[src/rtl/ppg_pkg.sv]
// Package: shared sizes and register address codes for the grouped pulse
// generator. Assumes the select field is wide enough to index every source.
package ppg_pkg;
    localparam int GRP_W_D  = 4;
    localparam int N_GRP_D  = 4;
    localparam int N_SRC_D  = 4;
    localparam int ADDR_W   = 3;

    typedef enum logic [ADDR_W-1:0] {
        A_NEXT = 3'd0,
        A_OE   = 3'd1,
        A_TSEL = 3'd2,
        A_NOVL = 3'd3,
        A_INV  = 3'd4,
        A_STOP = 3'd5,
        A_OUT  = 3'd6
    } reg_addr_e;
endpackage

[src/rtl/ppg_regs.sv]
// Module: configuration register file. Holds next-data, enables, select,
// non-overlap, invert and stop bits. Writes other than to stop are dropped
// while stopped. Read data is combinational. Assumes DATA_W covers every field.
module ppg_regs
    import ppg_pkg::*;
#(
    parameter int GRP_W = GRP_W_D,
    parameter int N_GRP = N_GRP_D,
    parameter int SEL_W = 2,
    localparam int DATA_W = GRP_W * N_GRP,
    localparam int TSEL_W = SEL_W * N_GRP
) (
    input  logic              clk,
    input  logic              rst_n,
    input  logic              bus_wr,
    input  logic [ADDR_W-1:0] bus_addr,
    input  logic [DATA_W-1:0] bus_wdata,
    input  logic [DATA_W-1:0] out_q,
    output logic [DATA_W-1:0] bus_rdata,
    output logic [DATA_W-1:0] next_q,
    output logic [DATA_W-1:0] oe_q,
    output logic [TSEL_W-1:0] tsel_q,
    output logic [N_GRP-1:0]  novl_q,
    output logic [N_GRP-1:0]  inv_q,
    output logic              stop_q
);
    logic wdata_unused;
    assign wdata_unused = ^bus_wdata;

    // Register update: stop always writable, others only when running.
    always_ff @(posedge clk) begin
        if (!rst_n) begin
            next_q <= '0;
            oe_q   <= '0;
            tsel_q <= '0;
            novl_q <= '0;
            inv_q  <= '0;
            stop_q <= 1'b1;
        end else if (bus_wr) begin
            if (bus_addr == A_STOP) begin
                stop_q <= bus_wdata[0];
            end else if (!stop_q) begin
                case (bus_addr)
                    A_NEXT:  next_q <= bus_wdata;
                    A_OE:    oe_q   <= bus_wdata;
                    A_TSEL:  tsel_q <= bus_wdata[TSEL_W-1:0];
                    A_NOVL:  novl_q <= bus_wdata[N_GRP-1:0];
                    A_INV:   inv_q  <= bus_wdata[N_GRP-1:0];
                    default: ;
                endcase
            end
        end
    end

    // Read mux: zero-extended view of the addressed register.
    always_comb begin
        case (bus_addr)
            A_NEXT:  bus_rdata = next_q;
            A_OE:    bus_rdata = oe_q;
            A_TSEL:  bus_rdata = DATA_W'(tsel_q);
            A_NOVL:  bus_rdata = DATA_W'(novl_q);
            A_INV:   bus_rdata = DATA_W'(inv_q);
            A_STOP:  bus_rdata = DATA_W'(stop_q);
            A_OUT:   bus_rdata = out_q;
            default: bus_rdata = '0;
        endcase
    end
endmodule

[src/rtl/ppg_group.sv]
// Module: one output group. Picks its compare channel and updates its output
// register in normal or non-overlap fashion. Raises a one-cycle request.
// Assumes strobes are single-cycle synchronous pulses and sel < N_SRC.
module ppg_group #(
    parameter int GRP_W = 4,
    parameter int N_SRC = 4,
    parameter int SEL_W = 2
) (
    input  logic             clk,
    input  logic             rst_n,
    input  logic             run,
    input  logic [SEL_W-1:0] sel,
    input  logic             novl,
    input  logic             inv,
    input  logic [GRP_W-1:0] oe,
    input  logic [GRP_W-1:0] nd,
    input  logic [N_SRC-1:0] cm_a,
    input  logic [N_SRC-1:0] cm_b,
    output logic [GRP_W-1:0] out_q,
    output logic [GRP_W-1:0] pin,
    output logic             req
);
    logic             fa, fb;
    logic [GRP_W-1:0] fall, rise, nxt;

    assign fa = run & cm_a[sel];
    assign fb = run & cm_b[sel];

    // Next-state: split edges in non-overlap mode, whole nibble otherwise.
    always_comb begin
        fall = out_q & ~nd & oe & {GRP_W{fa}};
        rise = ~out_q & nd & oe & {GRP_W{fb}};
        if (novl)
            nxt = (out_q & ~fall) | rise;
        else if (fa)
            nxt = (oe & nd) | (~oe & out_q);
        else
            nxt = out_q;
    end

    // State: output register and request pulse.
    always_ff @(posedge clk) begin
        if (!rst_n) begin
            out_q <= '0;
            req   <= 1'b0;
        end else begin
            out_q <= nxt;
            req   <= fa;
        end
    end

    assign pin = oe & (out_q ^ {GRP_W{inv}});
endmodule

[src/rtl/ppg_top.sv]
// Module: grouped programmable pulse generator top. Joins the register file
// to one group slice per output nibble. Assumes one compare channel per timer.
module ppg_top
    import ppg_pkg::*;
#(
    parameter int GRP_W = GRP_W_D,
    parameter int N_GRP = N_GRP_D,
    parameter int N_SRC = N_SRC_D,
    localparam int SEL_W  = (N_SRC > 1) ? $clog2(N_SRC) : 1,
    localparam int DATA_W = GRP_W * N_GRP,
    localparam int TSEL_W = SEL_W * N_GRP
) (
    input  logic              clk,
    input  logic              rst_n,
    input  logic              bus_wr,
    input  logic [ADDR_W-1:0] bus_addr,
    input  logic [DATA_W-1:0] bus_wdata,
    output logic [DATA_W-1:0] bus_rdata,
    input  logic [N_SRC-1:0]  cm_a,
    input  logic [N_SRC-1:0]  cm_b,
    output logic [DATA_W-1:0] pulse_out,
    output logic [N_GRP-1:0]  xfer_req
);
    logic [DATA_W-1:0] next_q, oe_q, out_q;
    logic [TSEL_W-1:0] tsel_q;
    logic [N_GRP-1:0]  novl_q, inv_q;
    logic              stop_q;

    ppg_regs #(.GRP_W(GRP_W), .N_GRP(N_GRP), .SEL_W(SEL_W)) u_regs (
        .clk       (clk),
        .rst_n     (rst_n),
        .bus_wr    (bus_wr),
        .bus_addr  (bus_addr),
        .bus_wdata (bus_wdata),
        .out_q     (out_q),
        .bus_rdata (bus_rdata),
        .next_q    (next_q),
        .oe_q      (oe_q),
        .tsel_q    (tsel_q),
        .novl_q    (novl_q),
        .inv_q     (inv_q),
        .stop_q    (stop_q)
    );

    for (genvar g = 0; g < N_GRP; g++) begin : g_grp
        ppg_group #(.GRP_W(GRP_W), .N_SRC(N_SRC), .SEL_W(SEL_W)) u_grp (
            .clk   (clk),
            .rst_n (rst_n),
            .run   (~stop_q),
            .sel   (tsel_q[g*SEL_W +: SEL_W]),
            .novl  (novl_q[g]),
            .inv   (inv_q[g]),
            .oe    (oe_q[g*GRP_W +: GRP_W]),
            .nd    (next_q[g*GRP_W +: GRP_W]),
            .cm_a  (cm_a),
            .cm_b  (cm_b),
            .out_q (out_q[g*GRP_W +: GRP_W]),
            .pin   (pulse_out[g*GRP_W +: GRP_W]),
            .req   (xfer_req[g])
        );
    end
endmodule

[config.mk]
export PLATFORM = sky130hd
export DESIGN_NAME = ppg_top
export DESIGN_NICKNAME = d
export VERILOG_FILES = /design/src/rtl/ppg_pkg.sv /design/src/rtl/ppg_regs.sv /design/src/rtl/ppg_group.sv /design/src/rtl/ppg_top.sv
export SDC_FILE = /design/constraint.sdc
export NUM_CORES = 1
export LEC_CHECK = 0
export ABC_AREA = 1
export BUFFER_PORTS_ARGS = -buffer_cell sky130_fd_sc_hd__buf_2
export CAP_MARGIN = 25
export CELL_PAD_IN_SITES_DETAIL_PLACEMENT = 0
export CELL_PAD_IN_SITES_GLOBAL_PLACEMENT = 1
export CORE_ASPECT_RATIO = 1.1
export CORE_MARGIN = 5
export CORE_UTILIZATION = 35
export CTS_CLUSTER_SIZE = 14
export DETAILED_ROUTE_END_ITERATION = 10
export PLACE_DENSITY = 0.72
export SETUP_SLACK_MARGIN = 0.4
export SKIP_LAST_GASP = 1
export SYNTH_ARGS = -nofsm -noshare
export SYNTH_HDL_FRONTEND = slang
export SYNTH_SLANG_ARGS = --single-unit
[constraint.sdc]
create_clock -name clk -period 2.2 [get_ports clk]
set_input_delay 0.33 -clock clk [delete_from_list [all_inputs] [get_ports clk]]
set_output_delay 0.33 -clock clk [all_outputs]
set_load 0.02 [all_outputs]
==> results of run 1 <==
==> metal layers <==
| layer | vias up | GRT usage | part of all wire |
|---|---|---|---|
| met2 | 84 | 0.319 | 0.49 |
| met5 | - | 0 | 0 |
| met4 | 0 | 0.0773 | 0.024 |
| li1 | 1988 | - | - |
| met1 | 1724 | 0.237 | 0.44 |
| met3 | 23 | 0.0346 | 0.047 |
==> cell usage after synthesis (2+ instances only) <==
cell type and count:
nand2_1 142, buf_4 5, nand3_1 42, clkbuf_1 12, buf_2 5, nor2_1 79, o21ai_1 10, a21oi_1 63
nor2_2 2, o21ai_0 56, buf_6 5, inv_1 52, inv_2 4, dfxtp_1 69, nand4_1 3, o21ai_2 2
o221ai_1 8, o22ai_1 5, a21oi_2 2
==> final timing paths <==
| check | slack, ps | endpoint | startpoint | depth (start not counted) |
|---|---|---|---|---|
| worst min register to register | 480 | u_regs.stop_q | u_regs.stop_q | 2 |
| worst min-delay path | 260 | u_regs.next_q[15] | bus_wdata[15] | 3 |
| worst max-delay path | 420 | bus_rdata[12] | bus_addr[2] | 6 |
| worst max register to register | 590 | flop | u_regs.tsel_q[2] | 8 |
==> critical path, stage by stage <==
cell and delay, ps:
buf_2 140, inv_1 180, nand3_4 220, buf_4 210
o221ai_1 160, buf_2 200
==> area by class of cell <==
class / count / share of cell area
multi-input cells: 418 / 0.426
clock inverters: 7 / 0.0274
repair buffers: 78 / 0.0994
inverters: 57 / 0.0483
clock buffers: 9 / 0.0503
flip-flops and latches: 69 / 0.309
well taps: 143 / 0.0399
==> per-stage QoR <==
stage | std cells | setup WS (ps) | total power [mW] | hold WS, ps
after floorplan | 571 | 751 | 1.38 | 428
after global placement | 759 | 448 | 1.47 | 459
after detailed placement | 759 | 393 | 1.47 | 457
after CTS | 775 | 406 | 3.17 | 260
after global routing | 781 | 357 | 3.27 | 269
final | 781 | 420 | 3.16 | 263
==> cells by family after synthesis <==
| family | after synthesis | share of synthesized area |
|---|---|---|
| compound gates | 146 | 0.213 |
| simple gates | 272 | 0.306 |
| buf+inv | 84 | 0.104 |
| flops | 69 | 0.377 |
==> power by group <==
part / internal [mW] / switching, mW / total, mW
clock network: 1.11 / 0.595 / 1.71
registers: 1.25 / 0.00459 / 1.26
logic: 0.0612 / 0.128 / 0.189
==> what timing repair did <==
| action | 4_1_cts | 5_1_grt |
|---|---|---|
| endpoints found under the setup margin | 1 | 13 |
| resized for setup | 1 | 5 |
| pin swaps | 0 | 1 |
| cloned | 0 | 0 |
| setup buffers | 0 | 6 |
==> out/metrics.cfg, run 1 <==
[timing]
period_needed_ps=1780
max_slew.worst_pin.slew_ps=504
setup_viol=0
skew_ps=5.04
setup_tns_ps=0
rsz0062_at_grt=true
fin_crit_sh=0.809
finalMaxSlewViolations=0
relSlewSlack=0.664
final-hold-violation-count=0
fmax_mhz=562

[floorplan]
core_um2=10300
dieHeight_um=117
row_count=39
io_pins=66
start_util=0.354
die-area_um2=12600
die_w_um=108

[yosys]
synth_nets=601
synth_top_area_share=0.377
async_flop_share=0
yosys-top-cells-area=dfxtp_1 (38%), nand2_1 (15%), a21oi_1 (8.6%), nor2_1 (8.1%), o21ai_0 (7.6%)
synth-main-ff-cell=dfxtp_1
synth_area_per_cell_um2=6.42
yosys_warnings=0
synthCells=571
ys_seq_elements=69
synth-seq-area-share=0.377
yosysUniqueCellTypes=24
synth_edf_count=0
synth.largest_area_cell=dfxtp_1
syn_area_um2=3670

[clock_network]
clock-sinks=69
htree_levels=3
cts_buffer_depth=2
cts_root_buf=clkbuf_16
cts_hold_buf=0
clk_pin_slew_ps=60
cts_buffers=9
insertion_delay_ps=340
cts_tree=yes

[pwr]
ir_worst_vdd_mv=0.369
p_per_area_nw_per_um2=704
leakage_nw=1.87

[global_route]
grt.total_usage=0.190
grt_pass1_wl_um=19100
grt-ovfl-total=0
grt_max_degree=41
antenna_found_initial=0
grt_pass1_vias=3708

[placement]
gp_congestion=0.860
port_buffers=65
hpwlAfterDp_um=8290
place_area_um2=4070

[layout]
regArea_um2=1380
fin_area_um2=4480
fillCellCount=1133
nets=663
mostFrequentLayoutCells=nand2_1 (142), nor2_1 (79), dfxtp_1 (67)
multi_input_area_um2=1910
drive_above_1_share=0.174
diodes=0
final_common_cell=nand2_1
area_delta_synth_final_pct=22.3
post-route-util=0.433

[drt]
wl_per_cell_um=14.9
num_vias=3819
drc=0
drt_wl_total_um=11600
vias_per_cell=4.89
dr.first_iter.drc_count=198
dr.pass1.iters=4
ant_nets=0

[run]
maxCapViolations=0

[worst_setup_path]
crit_required_ps=1870
critPathKind=in2out
cp.arrival_ps=1450
cp-end-kind=output port
worst-path-max-fanout=13
startpoint_type=primary input

[min_path]
hold_class=in2reg

[outcome]
status=finished clean

(Power assumes the default switching activity.)
==> inputs of run 2 (changes only) <==
--- a/config.mk
+++ b/config.mk
@@ -15,7 +15,7 @@
 export CORE_UTILIZATION = 35
 export CTS_CLUSTER_SIZE = 14
 export DETAILED_ROUTE_END_ITERATION = 10
-export PLACE_DENSITY = 0.72
+export PLACE_DENSITY = 0.75
 export SETUP_SLACK_MARGIN = 0.4
 export SKIP_LAST_GASP = 1
 export SYNTH_ARGS = -nofsm -noshare
==> constraint.sdc (replaced) <==
create_clock -name clk -period 1.45 [get_ports clk]
set_input_delay 0.2175 -clock clk [delete_from_list [all_inputs] [get_ports clk]]
set_output_delay 0.2175 -clock clk [all_outputs]
set_load 0.02 [all_outputs]
==> run 2 against run 1 <==
Effect of this change: the run now ends with negative setup slack left; sequential share of layout area shrank 6.8 points; power up 44%; largest cell class unchanged; first-iteration DRC count grew 2.0%; largest power group unchanged; clock skew is 4.3 ps higher; cell count is 5.8% higher; die area unchanged; wire length grew 16%; global-route usage grew 1.7 points; critical path depth down 1; via count is 9.3% higher; combinational power increased to 2.5 times the previous value.
==> out/metrics.cfg, run 2 (same netlist as run 1, synthesis figures left out) <==
[worst_setup_path]
crit_chain=inv_4 > o22ai_1 > a21oi_1 > nand3_2 > buf_6  ; was buf_2 > inv_1 > nand3_4 > buf_4 > o221ai_1 > buf_2
cp-end-kind=output port  ; unchanged
critPathKind=reg2out  ; was in2out
crit_required_ps=1230  ; was 1870 ps
r2r-start=u_regs.stop_q  ; was u_regs.tsel_q[2]
crit_buf_inv=2  ; was 4
cpMaxStageDelayCell=dfxtp_4  ; was nand3_4
cp_top_family=flip-flops  ; was buffers and inverters
cp.arrival_ps=1260  ; was 1450 ps
startpoint_type=flop  ; was primary input
cp_slowest_stage_delay_ps=350  ; was 220 ps
worst-path-max-fanout=6  ; was 13
cp-startpoint=u_regs.tsel_q[0]  ; was bus_addr[2]

[clock_network]
clock-sinks=69  ; unchanged
clk_pin_slew_ps=60  ; about the same
htree_levels=3  ; unchanged
cts_buffers=9  ; unchanged
insertion_delay_ps=340  ; about the same
cts_buffer_depth=2  ; unchanged
cts_tree=yes  ; unchanged
cts_root_buf=clkbuf_16  ; unchanged

[floorplan]
die_w_um=108  ; unchanged
dieHeight_um=117  ; unchanged
die-area_um2=12600  ; unchanged
io_pins=66  ; unchanged
row_count=39  ; unchanged
core_um2=10300  ; unchanged
start_util=0.354  ; unchanged

[global_route]
grt_pass1_vias=4033  ; was 3708
grt.total_usage=0.206  ; was 0.190
grt_pass1_wl_um=20600  ; was 19100 um
antenna_found_initial=0  ; unchanged
grt-ovfl-total=0  ; unchanged
grt_max_degree=67  ; was 41

[timing]
whs_ps=151  ; was 263 ps
final-hold-violation-count=0  ; unchanged
period_needed_ps=1480
relSlewSlack=0.760  ; was 0.664
finalMaxSlewViolations=0  ; unchanged
skew_ps=9.32  ; was 5.04 ps
fmax_mhz=676
setup_ws_ps=-30.2  ; was 420 ps
fin_crit_sh=1.02
setup_viol=3  ; was 0
rsz0062_at_grt=true  ; unchanged
max_slew.worst_pin.slew_ps=359  ; was 504 ps

[min_path]
hold_start=bus_wdata[12]  ; was bus_wdata[15]
hold_class=in2reg  ; unchanged

[layout]
post-route-util=0.591  ; was 0.433
diodes=0  ; unchanged
nets=709  ; was 663
drive_above_1_share=0.515  ; was 0.174
area_delta_synth_final_pct=66.9  ; was 22.3%
final_common_cell=nand2_1  ; unchanged
mostFrequentLayoutCells=nand2_1 (119), nor2_1 (67), buf_4 (37)  ; was nand2_1 (142), nor2_1 (79), dfxtp_1 (67)

[drt]
ant_nets=0  ; unchanged
num_vias=4174  ; was 3819
wl_per_cell_um=16.3  ; was 14.9 um
drt_wl_total_um=13400  ; was 11600 um
dr.first_iter.drc_count=202  ; was 198
vias_per_cell=5.05  ; was 4.89
highest_layer=met4  ; unchanged
drc=0  ; unchanged
wirelength_met1_um=5600  ; was 5140 um
met2_length_um=6790  ; was 5650 um
dr.pass1.iters=4  ; unchanged
wl_met3_um=583  ; was 544 um

[pwr]
ir_worst_vdd_mv=0.515  ; was 0.369 mV
p_per_area_nw_per_um2=744  ; was 704 nW/um^2
finalPower_mw=4.55  ; was 3.16 mW
leakage_nw=2.30  ; was 1.87 nW

[outcome]
violations=negative setup slack
status=finished with violations  ; was finished clean

[placement]
hpwlAfterDp_um=8380  ; was 8290 um
gp_congestion=0.814  ; was 0.860
port_buffers=65  ; unchanged
pre_cts_slack_ps=-22.4  ; was 393 ps

[run]
maxCapViolations=0  ; unchanged

-- run 2: cell types whose count changed in the layout (fill, tap and decap cells not counted), moves of 19 or more --
cell and change:
o21ai_0 -47, dfxtp_1 -38, buf_2 -34, buf_6 +34
a21oi_1 -33, o21ai_2 +29, buf_4 +27, inv_1 -26
a21oi_2 +24, nand2_1 -23, dfxtp_2 +22, nand3_1 -19
nand3_2 +19
-- run 2: path summary, 6_finish.rpt --
path / endpoint / slack [ps] / cells past startpoint
worst min register to register: u_regs.oe_q[7] / 460 / 2
worst min-delay path: u_regs.oe_q[12] / 150 / 3
worst max register to register: u_regs.oe_q[2] / 120 / 9
worst max-delay path: bus_rdata[0] / -30 / 5
-- run 2: final cells by class --
cell class	instances	area [um^2]
Timing Repair Buffer	122	1220
Timing Repair inverter	2	22.5
Clock buffer	9	225
Fill cell	967	4230
Clock inverter	6	65.1
Tap cell	143	179
Multi-Input combinational cell	418	2680
Inverter	57	253
Sequential cell	69	1470
-- run 2: power breakdown --
group | total (mW) | leakage [nW] | internal, mW | switching, mW
clock network | 2.19 | 0.141 | 1.32 | 0.868
registers | 1.88 | 0.580 | 1.88 | 0.00765
logic | 0.480 | 1.58 | 0.191 | 0.289
total | 4.55 | 2.30 | 3.39 | 1.17
-- run 2: timing repair --
item / in CTS / in global routing
hold buffers: 0 / 0
gates resized for setup: 196 / 140
pin swaps: 26 / 51
endpoints found under the setup margin: 96 / 100
buffers inserted: 22 / 11
gates cloned: 3 / 3
-- run 2: through the flow --
stage	setup TNS (ps)	cells	cell area, um^2
floorplan	0	571	4000
global placement	-10.7	772	4490
detailed placement	-71.7	772	4490
CTS	-39.8	812	5460
global route	-269	826	6120
finish	-73.5	826	6120
-- run 2: worst register-to-register path, stage by stage (launching register included) --
cell	delay, ps
dfxtp_2	320
inv_2	80
buf_6	120
nand2_8	50
buf_6	130
nor2_4	140
buf_12	150
buf_8	120
o21ai_2	50
nor2_1	100
-- run 2: routing by layer --
layer | GRT usage | up-vias
met2 | 0.350 | 107
met5 | 0 | -
li1 | - | 2094
met1 | 0.250 | 1942
met3 | 0.0357 | 31
met4 | 0.0979 | 0
==> inputs of run 3 (changes only) <==
--- a/config.mk
+++ b/config.mk
@@ -15,7 +15,7 @@
 export CORE_UTILIZATION = 35
 export CTS_CLUSTER_SIZE = 14
 export DETAILED_ROUTE_END_ITERATION = 10
-export PLACE_DENSITY = 0.75
+export PLACE_DENSITY = 0.72
 export SETUP_SLACK_MARGIN = 0.4
 export SKIP_LAST_GASP = 1
 export SYNTH_ARGS = -nofsm -noshare
==> constraint.sdc (replaced) <==
create_clock -name clk -period 1.6 [get_ports clk]
set_input_delay 0.24 -clock clk [delete_from_list [all_inputs] [get_ports clk]]
set_output_delay 0.24 -clock clk [all_outputs]
set_load 0.02 [all_outputs]
==> run 3 against run 2 <==
Effect of this change: the run now ends clean; flip-flop and latch count stayed put; combinational power is 7.1% lower; non-clock buffer count is 8 higher; power is 5.9% lower; clock-buffer cell count is 4 higher; largest cell class unchanged; highest routed layer unchanged.
==> out/metrics.cfg, run 3 (same netlist as run 1, synthesis figures left out) <==
[timing]
setup_ws_ps=76.8  ; was -30.2 ps
setup_viol=0  ; was 3
fin_crit_sh=0.952
rsz0062_at_grt=true  ; unchanged
fmax_mhz=656
whs_ps=186  ; was 151 ps
period_needed_ps=1520
max_slew.worst_pin.slew_ps=392  ; was 359 ps
final-hold-violation-count=0  ; unchanged
skew_ps=6.71  ; was 9.32 ps
setup_tns_ps=0  ; was -73.5 ps
finalMaxSlewViolations=0  ; unchanged
relSlewSlack=0.738  ; was 0.760

[clock_network]
cts_root_buf=clkbuf_16  ; unchanged
cts_tree=yes  ; unchanged
cts_buffer_depth=2  ; unchanged
insertion_delay_ps=340  ; about the same
htree_levels=3  ; unchanged
clock-sinks=69  ; unchanged
cts_buffers=9  ; unchanged
clk_pin_slew_ps=60  ; about the same

[pwr]
p_comb_frac=0.104  ; was 0.106
leakage_nw=2.50  ; was 2.30 nW
power_switching_mw=1.06  ; was 1.17 mW
clkPwrFrac=0.495  ; was 0.481
seq_power_share=0.401  ; was 0.414
finalPower_mw=4.28  ; was 4.55 mW
swShare=0.248  ; was 0.256
p_int_mw=3.22  ; was 3.39 mW
p_per_area_nw_per_um2=688  ; was 744 nW/um^2
ir_worst_vdd_mv=0.470  ; was 0.515 mV

[outcome]
status=finished clean  ; was finished with violations

[placement]
hpwlAfterDp_um=8370  ; was 8380 um
port_buffers=65  ; unchanged
dp_cells=775  ; was 772
gp_congestion=0.819  ; was 0.814
pre_cts_slack_ps=65.7  ; was -22.4 ps

[run]
maxCapViolations=0  ; unchanged

[worst_setup_path]
cp-end-kind=output port  ; unchanged
crit_required_ps=1360  ; was 1230 ps
startpoint_type=flop  ; unchanged
worst-path-max-fanout=2  ; was 6
cp.arrival_ps=1280  ; was 1260 ps
critPathKind=reg2out  ; unchanged

[layout]
final_common_cell=nand2_1  ; unchanged
mostFrequentLayoutCells=nand2_1 (104), nor2_1 (67), o21ai_2 (43)  ; was nand2_1 (119), nor2_1 (67), buf_4 (37)
drive_above_1_share=0.525  ; was 0.515
area_delta_synth_final_pct=69.7  ; was 66.9%
diodes=0  ; unchanged
final_cells=835  ; was 826
nets=717  ; was 709
fillCellCount=961  ; was 967

[floorplan]
die_w_um=108  ; unchanged
start_util=0.354  ; unchanged
row_count=39  ; unchanged
dieHeight_um=117  ; unchanged
die-area_um2=12600  ; unchanged
core_um2=10300  ; unchanged
io_pins=66  ; unchanged

[drt]
dr.pass1.iters=5  ; was 4
wl_per_cell_um=16.4  ; was 16.3 um
ant_nets=0  ; unchanged
drc=0  ; unchanged
num_vias=4269  ; was 4174
dr.first_iter.drc_count=182  ; was 202
drt_wl_total_um=13700  ; was 13400 um
vias_per_cell=5.11  ; was 5.05

[global_route]
grt_pass1_vias=4405  ; was 4033
antenna_found_initial=0  ; unchanged
grt.total_usage=0.220  ; was 0.206
grt-ovfl-total=0  ; unchanged
grt_max_degree=67  ; unchanged
grt_pass1_wl_um=22200  ; was 20600 um

[min_path]
hold_class=in2reg  ; unchanged

[run 3: cell count changes in the layout (fill, tap and decap cells not counted), sizes merged]
cell,change
buf,+11
clkinv,-3
clkinvlp,-1
clkbuf,+1
inv,+1
[run 3: metrics by stage]
stage	util	cell area [um^2]
after floorplan	-	3700
after global placement	0.412	4260
after detailed placement	0.412	4260
after CTS	0.566	5860
after global routing	0.601	6220
final	0.601	6220
[run 3: timing repair]
item | 4_1_cts | 5_1_grt
hold buffers | 0 | 0
buffers inserted | 36 | 2
pin swaps | 42 | 34
cloned | 6 | 0
resized for setup | 307 | 98
setup endpoints to repair | 94 | 100
[run 3: path summary, 6_finish.rpt]
path         cells past startpoint         endpoint             from  slack [ps]
max                              6     bus_rdata[2]  u_regs.inv_q[2]          80
min                              3  u_regs.oe_q[12]    bus_wdata[12]         190
max reg2reg                     11             flop    u_regs.stop_q         200
min reg2reg                      2    u_regs.stop_q    u_regs.stop_q         470
[run 3: area by class of cell]
class	instances	area [um^2]	area share
multi-input combinational	418	2700	0.434
sequential	69	1450	0.233
timing repair buffer	130	1290	0.208
clock buffer	13	270	0.0434
inverter	57	254	0.0408
tap	143	179	0.0288
clock inverter	3	42.5	0.00684
timing repair inverter	2	27.5	0.00442
[run 3: power by group through the flow]
stage | clock [mW] | sequential (mW) | combinational [mW]
CTS | 2.12 | 1.73 | 0.408
global route | 2.21 | 1.72 | 0.475
global placement | 0 | 1.77 | 0.271
finish | 2.12 | 1.72 | 0.446
floorplan | 0 | 1.77 | 0.134
detailed placement | 0 | 1.77 | 0.273
[run 3: per-layer routing]
layer | track usage | vias up | share of wire
met5 | 0 | - | 0
met1 | 0.257 | 2009 | 0.41
met3 | 0.0335 | 33 | 0.039
li1 | - | 2117 | -
met4 | 0.100 | 0 | 0.029
met2 | 0.390 | 110 | 0.53
[run 3: worst max-delay path, stage by stage (launching register included)]
cell and delay [ps]:
dfxtp_4 350, buf_6 120, nand2_4 50, o21ai_2 50
a21oi_1 130, nand4_1 90, buf_4 170
